===== src/rtl/wdog_pkg.sv =====
package wdog_pkg;
  localparam int CNT_W        = 8;
  localparam int CTL_PERMIT_B = 0;
  localparam int CTL_ARM_B    = 1;

  typedef struct packed {
    logic arm;
    logic permit;
  } wdog_ctl_t;
endpackage


===== src/rtl/wdog_prescaler.sv =====
module wdog_prescaler #(
  parameter int PRE_W  = 9,
  parameter int PRE_TC = 511
) (
  input  logic clk,
  input  logic rst,
  input  logic restart,
  output logic tick
);
  localparam logic [PRE_W-1:0] TC = PRE_W'(PRE_TC);

  logic [PRE_W-1:0] phase;

  assign tick = (phase == TC);

  always_ff @(posedge clk) begin
    if (rst || restart) phase <= '0;
    else if (tick)      phase <= '0;
    else                phase <= phase + 1'b1;
  end

  AST_PRE_RANGE: assert property (@(posedge clk) disable iff (rst)
    phase <= TC);
  AST_PRE_RESTART: assert property (@(posedge clk) disable iff (rst)
    restart |=> (phase == '0));
endmodule


===== src/rtl/wdog_ctlregs.sv =====
module wdog_ctlregs
  import wdog_pkg::*;
(
  input  logic             clk,
  input  logic             rst,
  input  logic             ctrl_wr,
  input  logic [7:0]       ctrl_wdata,
  input  logic             cnt_wr,
  input  logic [CNT_W-1:0] cnt_wdata,
  input  logic             expire,
  output wdog_ctl_t        ctl,
  output logic             accept,
  output logic             load,
  output logic             disarm
);
  assign accept = cnt_wr && ctl.permit;
  assign disarm = accept && (cnt_wdata == '0);
  assign load   = accept && (cnt_wdata != '0);

  always_ff @(posedge clk) begin
    if (rst || expire || disarm)             ctl.arm <= 1'b0;
    else if (ctrl_wr && ctrl_wdata[CTL_ARM_B]) ctl.arm <= 1'b1;

    if (rst || expire || accept) ctl.permit <= 1'b0;
    else if (ctrl_wr)            ctl.permit <= ctrl_wdata[CTL_PERMIT_B];
  end

  AST_PERMIT_SELFCLR: assert property (@(posedge clk) disable iff (rst)
    accept |=> !ctl.permit);
  AST_ZERO_DISARMS: assert property (@(posedge clk) disable iff (rst)
    (cnt_wr && ctl.permit && cnt_wdata == '0) |=> !ctl.arm);
  AST_ARM_STICKY: assert property (@(posedge clk) disable iff (rst)
    (ctl.arm && !expire && !disarm) |=> ctl.arm);
endmodule


===== src/rtl/wdog_counter.sv =====
module wdog_counter
  import wdog_pkg::*;
(
  input  logic             clk,
  input  logic             rst,
  input  logic             arm,
  input  logic             tick,
  input  logic             load,
  input  logic             disarm,
  input  logic [CNT_W-1:0] load_val,
  output logic [CNT_W-1:0] count,
  output logic             expire
);
  assign expire = arm && tick && !load && !disarm && (count <= CNT_W'(1));

  always_ff @(posedge clk) begin
    if (rst || expire || disarm) count <= '0;
    else if (load)               count <= load_val;
    else if (arm && tick)        count <= count - 1'b1;
  end

  AST_HOLD_DISARMED: assert property (@(posedge clk) disable iff (rst)
    (!arm && !load && !disarm) |=> $stable(count));
  AST_STEP_ONE: assert property (@(posedge clk) disable iff (rst)
    (arm && tick && !load && !disarm && count > CNT_W'(1))
      |=> (count == $past(count) - 1'b1));
endmodule


===== src/rtl/wdog_interlock.sv =====
module wdog_interlock
  import wdog_pkg::*;
#(
  parameter int PRE_W  = 9,
  parameter int PRE_TC = 511
) (
  input  logic       clk,
  input  logic       rst,
  input  logic       ctrl_wr,
  input  logic [7:0] ctrl_wdata,
  input  logic       cnt_wr,
  input  logic [7:0] cnt_wdata,
  output logic [7:0] status,
  output logic [7:0] count,
  output logic       rst_req
);
  wdog_ctl_t        ctl;
  logic             accept, load, disarm, tick, expire;
  logic [CNT_W-1:0] cnt_q;

  wdog_ctlregs u_regs (
    .clk(clk), .rst(rst), .ctrl_wr(ctrl_wr), .ctrl_wdata(ctrl_wdata),
    .cnt_wr(cnt_wr), .cnt_wdata(cnt_wdata), .expire(expire),
    .ctl(ctl), .accept(accept), .load(load), .disarm(disarm)
  );

  wdog_prescaler #(.PRE_W(PRE_W), .PRE_TC(PRE_TC)) u_pre (
    .clk(clk), .rst(rst), .restart(accept || expire), .tick(tick)
  );

  wdog_counter u_cnt (
    .clk(clk), .rst(rst), .arm(ctl.arm), .tick(tick), .load(load),
    .disarm(disarm), .load_val(cnt_wdata), .count(cnt_q), .expire(expire)
  );

  always_ff @(posedge clk) begin
    if (rst) rst_req <= 1'b0;
    else     rst_req <= expire;
  end

  always_comb begin
    status               = '0;
    status[CTL_ARM_B]    = ctl.arm;
    status[CTL_PERMIT_B] = ctl.permit;
  end
  assign count = cnt_q;

  AST_IGNORED_WRITE: assert property (@(posedge clk) disable iff (rst)
    (cnt_wr && !ctl.permit && !ctl.arm && !ctrl_wr)
      |=> ($stable(count) && $stable(status)));
  AST_SINGLE_PULSE: assert property (@(posedge clk) disable iff (rst)
    rst_req |=> !rst_req);
  AST_POR_ON_REQ: assert property (@(posedge clk) disable iff (rst)
    rst_req |-> (count == 8'h00 && status == 8'h00));
endmodule


===== config.mk =====
export PLATFORM = sky130hd
export DESIGN_NAME = wdog_interlock
export DESIGN_NICKNAME = d
export VERILOG_FILES = /design/src/rtl/wdog_pkg.sv /design/src/rtl/wdog_prescaler.sv /design/src/rtl/wdog_ctlregs.sv /design/src/rtl/wdog_counter.sv /design/src/rtl/wdog_interlock.sv
export SDC_FILE = /design/constraint.sdc
export NUM_CORES = 1
export LEC_CHECK = 0
export BUFFER_PORTS_ARGS = -buffer_cell sky130_fd_sc_hd__buf_2
export CORE_MARGIN = 5
export CORE_UTILIZATION = 43
export DETAILED_ROUTE_END_ITERATION = 12
export PLACE_DENSITY_LB_ADDON = 0.08
export SLEW_MARGIN = 5
export SYNTH_ARGS = -nofsm -noshare
export SYNTH_HDL_FRONTEND = slang
export SYNTH_SLANG_ARGS = --single-unit
export TNS_END_PERCENT = 1

===== constraint.sdc =====
create_clock -name clk -period 1.85 [get_ports clk]
set_input_delay 0.185 -clock clk [delete_from_list [all_inputs] [get_ports clk]]
set_output_delay 0.185 -clock clk [all_outputs]
set_load 0.03 [all_outputs]

==> run_results.csv <==
group,metric,value,unit
outcome,status,"finished with violations",
outcome,violations,"negative setup slack",
clock_tree,cts_sinks,20,
setup_path,r2r_end,"u_cnt.count[7]$_SDFFE_PP0P_",
placed_design,placed_area,0.00125,mm^2
timing,period_needed,1860,ps
finish,antennaDiodeCount,0,
clock_tree,path_clk_slew,130,ps
finish,syn2layout_area_growth,43.7,%
routing,wl_per_cell,12.8,um
global_route,grt_pass1_vias,864,
clock_tree,ctsLongestPathBuffers,2,
clock_tree,cts-hold-fix-buffers,0,
setup_path,critPathLaunchType,"flop",
setup_path,reg2reg_from,"u_pre.phase[3]$_SDFF_PP0_",
routing,post-route-drc-count,0,
routing,drtIter0Drc,16,
setup_path,cp_num_cells,9,
setup_path,crit_buf_inv,1,
clock_tree,cts_max_level,1,
floorplanning,fp-row-count,17,
synth,ys.flop_type,"dfxtp_1",
setup_path,endpoint,"u_cnt.count[7]$_SDFFE_PP0P_",
global_route,grt_max_degree,16,
timing,clock.fmax,538,MHz
clock_tree,cts_tree,"done",
synth,ys_ff_latch,20,
synth,synth_top_area_cell,"dfxtp_1",
clock_tree,insertion_delay,310,ps
timing,rsz0062_at_grt,"yes",
synth,synth_top_cell_area_share,38.8,%
finish,design_area,0.00148,mm^2
timing,worst_clock_skew,11.0,ps
timing,drv_slew,0,
placed_design,place_ws,-129,ps
timing,fin_tns_setup,-9.78,ps
pwr,ir_drop,0.449,mV
setup_path,worstPathArrival,2070,ps
setup_path,crit_slowest_cell,"or4_1",
floorplanning,die_area,0.00348,mm^2
setup_path,worstRegToRegCells,9,
placed_design,hpwl,1620,um
pwr,leakage,0.000645,uW
routing,via_per_inst,5.02,
synth,synth_edf_count,0,
finish,final_common_cell,"buf_2",
synth,yosysWarnings,0,
hold_path,hold_class,"primary input to flop",
timing,hold_violations,0,
pwr,power_density,665,mW/mm^2
routing,postRouteAntennaNets,0,
finish,nets,182,
routing,wl,2370,um
floorplanning,start_util,45.7,%
global_route,grt.overflow.total,0,
timing,min_period_over_period,101,%
finish,postLayoutCoreUtil,65.7,%
floorplanning,die_w,59.0,um
timing,fin_ws,-9.78,ps
global_route,grt.total_usage,15.1,%
synth,synthArstFlopShare,0,%
synth,synthDistinctLibCells,31,
setup_path,path_max_fanout,3,
setup_path,cp-startpoint,"u_pre.phase[3]$_SDFF_PP0_",
synth,syn_area,0.00103,mm^2
routing,drt_first_pass_iters,4,
setup_path,endpoint_kind,"flop",
finish,final_cell_mix,"buf_2 (24), nor2_1 (16), buf_4 (16)",
setup_path,r2r_setup_slack,-10,ps
routing,routed-via-count,929,
setup_path,cpPeakStageDelay,480,ps
flow_run,drv_cap,0,
synth,synth_area_leaders,"dfxtp_1 (39%), nor2_1 (6.2%), buf_4 (5.8%)",
setup_path,crit_chain,"and3_4, nand2_4, nor2_4, ha_4, buf_6, nand4bb_4, or4_1, nand3_1, a31oi_1",
synth,yosysSeqAreaShare,38.8,%
timing,setup_viol_count_final,1,
setup_path,cp_data_required_time,2060,ps
setup_path,worstSetupPathType,"flop to flop",
floorplanning,die_h,59.0,um
finish,nFillCells,197,
global_route,antenna_found_initial,0,
clock_tree,numCtsBuffers,3,
placed_design,port-buffer-count,24,
floorplanning,core,0.00225,mm^2
finish,drive_gt1_share,45.2,%
placed_design,gp_congestion,0.817,
floorplanning,boundaryPins,37,
setup_path,crit_family,"simple AND/OR/NAND/NOR gates",
synth,synthCells,116,
synth,synth.avg_cell_area,8.89,um^2
clock_tree,cts-root-buf,"clkbuf_4",
global_route,grt_pass1_wl,3970,um
-- registers in the layout (all words and copies together) (netlist names) --
register	cells
u_pre.phase	9
rst_req	1
u_regs.ctl	2
u_cnt.count	8
-- worst register-to-register path: cells and delay by family (launching register included) --
family	cells	cell delay [ps]
AO/OA/AOI/OAI	1	80
adder cells (fa/ha/maj)	1	150
buffers and inverters	1	100
flip-flops	1	350
AND/OR/NAND/NOR	6	1080
-- report_power, final --
part | internal, uW | leakage (uW) | switching, uW
sequential | 448 | 0.000165 | 20.0
clock | 219 | 0.0000279 | 147
combinational | 60.8 | 0.000452 | 89.9
total | 728 | 0.000645 | 257
-- per-layer routing --
layer	up-vias	GRT usage (%)	wire, um
met5	-	0	0
met4	0	6.80	46
met3	5	2.85	165
met2	27	22.9	1060
met1	420	20.6	1100
li1	477	-	-
-- cell type report --
class	count	area, um^2	share of cell area, %
repair buffers	43	283	19.1
flip-flops and latches	20	408	27.5
well taps	28	35.0	2.36
clock inverters	1	30.0	2.03
clock buffers	3	22.5	1.52
inverters	5	18.8	1.27
multi-input cells	85	684	46.2
-- Yosys cell counts (4+ instances only) --
| library cell | n |
|---|---|
| dfxtp_1 | 20 |
| nor2_1 | 17 |
| buf_4 | 8 |
| nand2_1 | 6 |
| nand3_1 | 6 |
| xnor2_1 | 6 |
| inv_1 | 5 |
| nor4_1 | 5 |
| a211oi_1 | 4 |
| a21oi_1 | 4 |
| ha_1 | 4 |
| or3_1 | 4 |
| xor2_1 | 4 |
-- cells by family (layout without fill, tap and decap cells) --
kind of cell / count (synthesis) / in the layout / synth area share [%]
muxes: 2 / 2 / 1.94
and+or+nand+nor: 47 / 47 / 24.0
AOI/OAI and AO/OA: 16 / 16 / 12.0
xor gates and xnor gates: 10 / 10 / 8.49
buffers and inverters: 16 / 52 / 9.47
DFF: 20 / 20 / 38.8
other: 1 / 6 / 0.364
adders and majority gates: 4 / 4 / 4.85
-- metrics by stage --
stage,hold WS [ps],power (uW),cells
floorplan,257,573,121
global placement,396,612,176
detailed placement,397,613,176
CTS,51.9,983,182
global route,46.9,1040,185
finish,67.8,985,185
-- worst min path at each step --
stage / from / endpoint / slack (ps) / cells after the start
floorplan: rst / rst_req$_SDFF_PP0_ / 260 / 1
finish: rst / u_regs.ctl[0]$_SDFFE_PP0P_ / 70 / 2
global route: rst / u_regs.ctl[0]$_SDFFE_PP0P_ / 50 / 2
detailed placement: rst / rst_req$_SDFF_PP0_ / 400 / 2
CTS: rst / rst_req$_SDFF_PP0_ / 50 / 2
global placement: rst / rst_req$_SDFF_PP0_ / 400 / 2
-- what timing repair did --
item,in CTS,in global routing
setup buffers,2,3
pin swaps,9,7
setup endpoints to repair,10,18
gates cloned,0,0
gates resized for setup,14,13
Note: power is estimated with default switching activity, not from simulation.
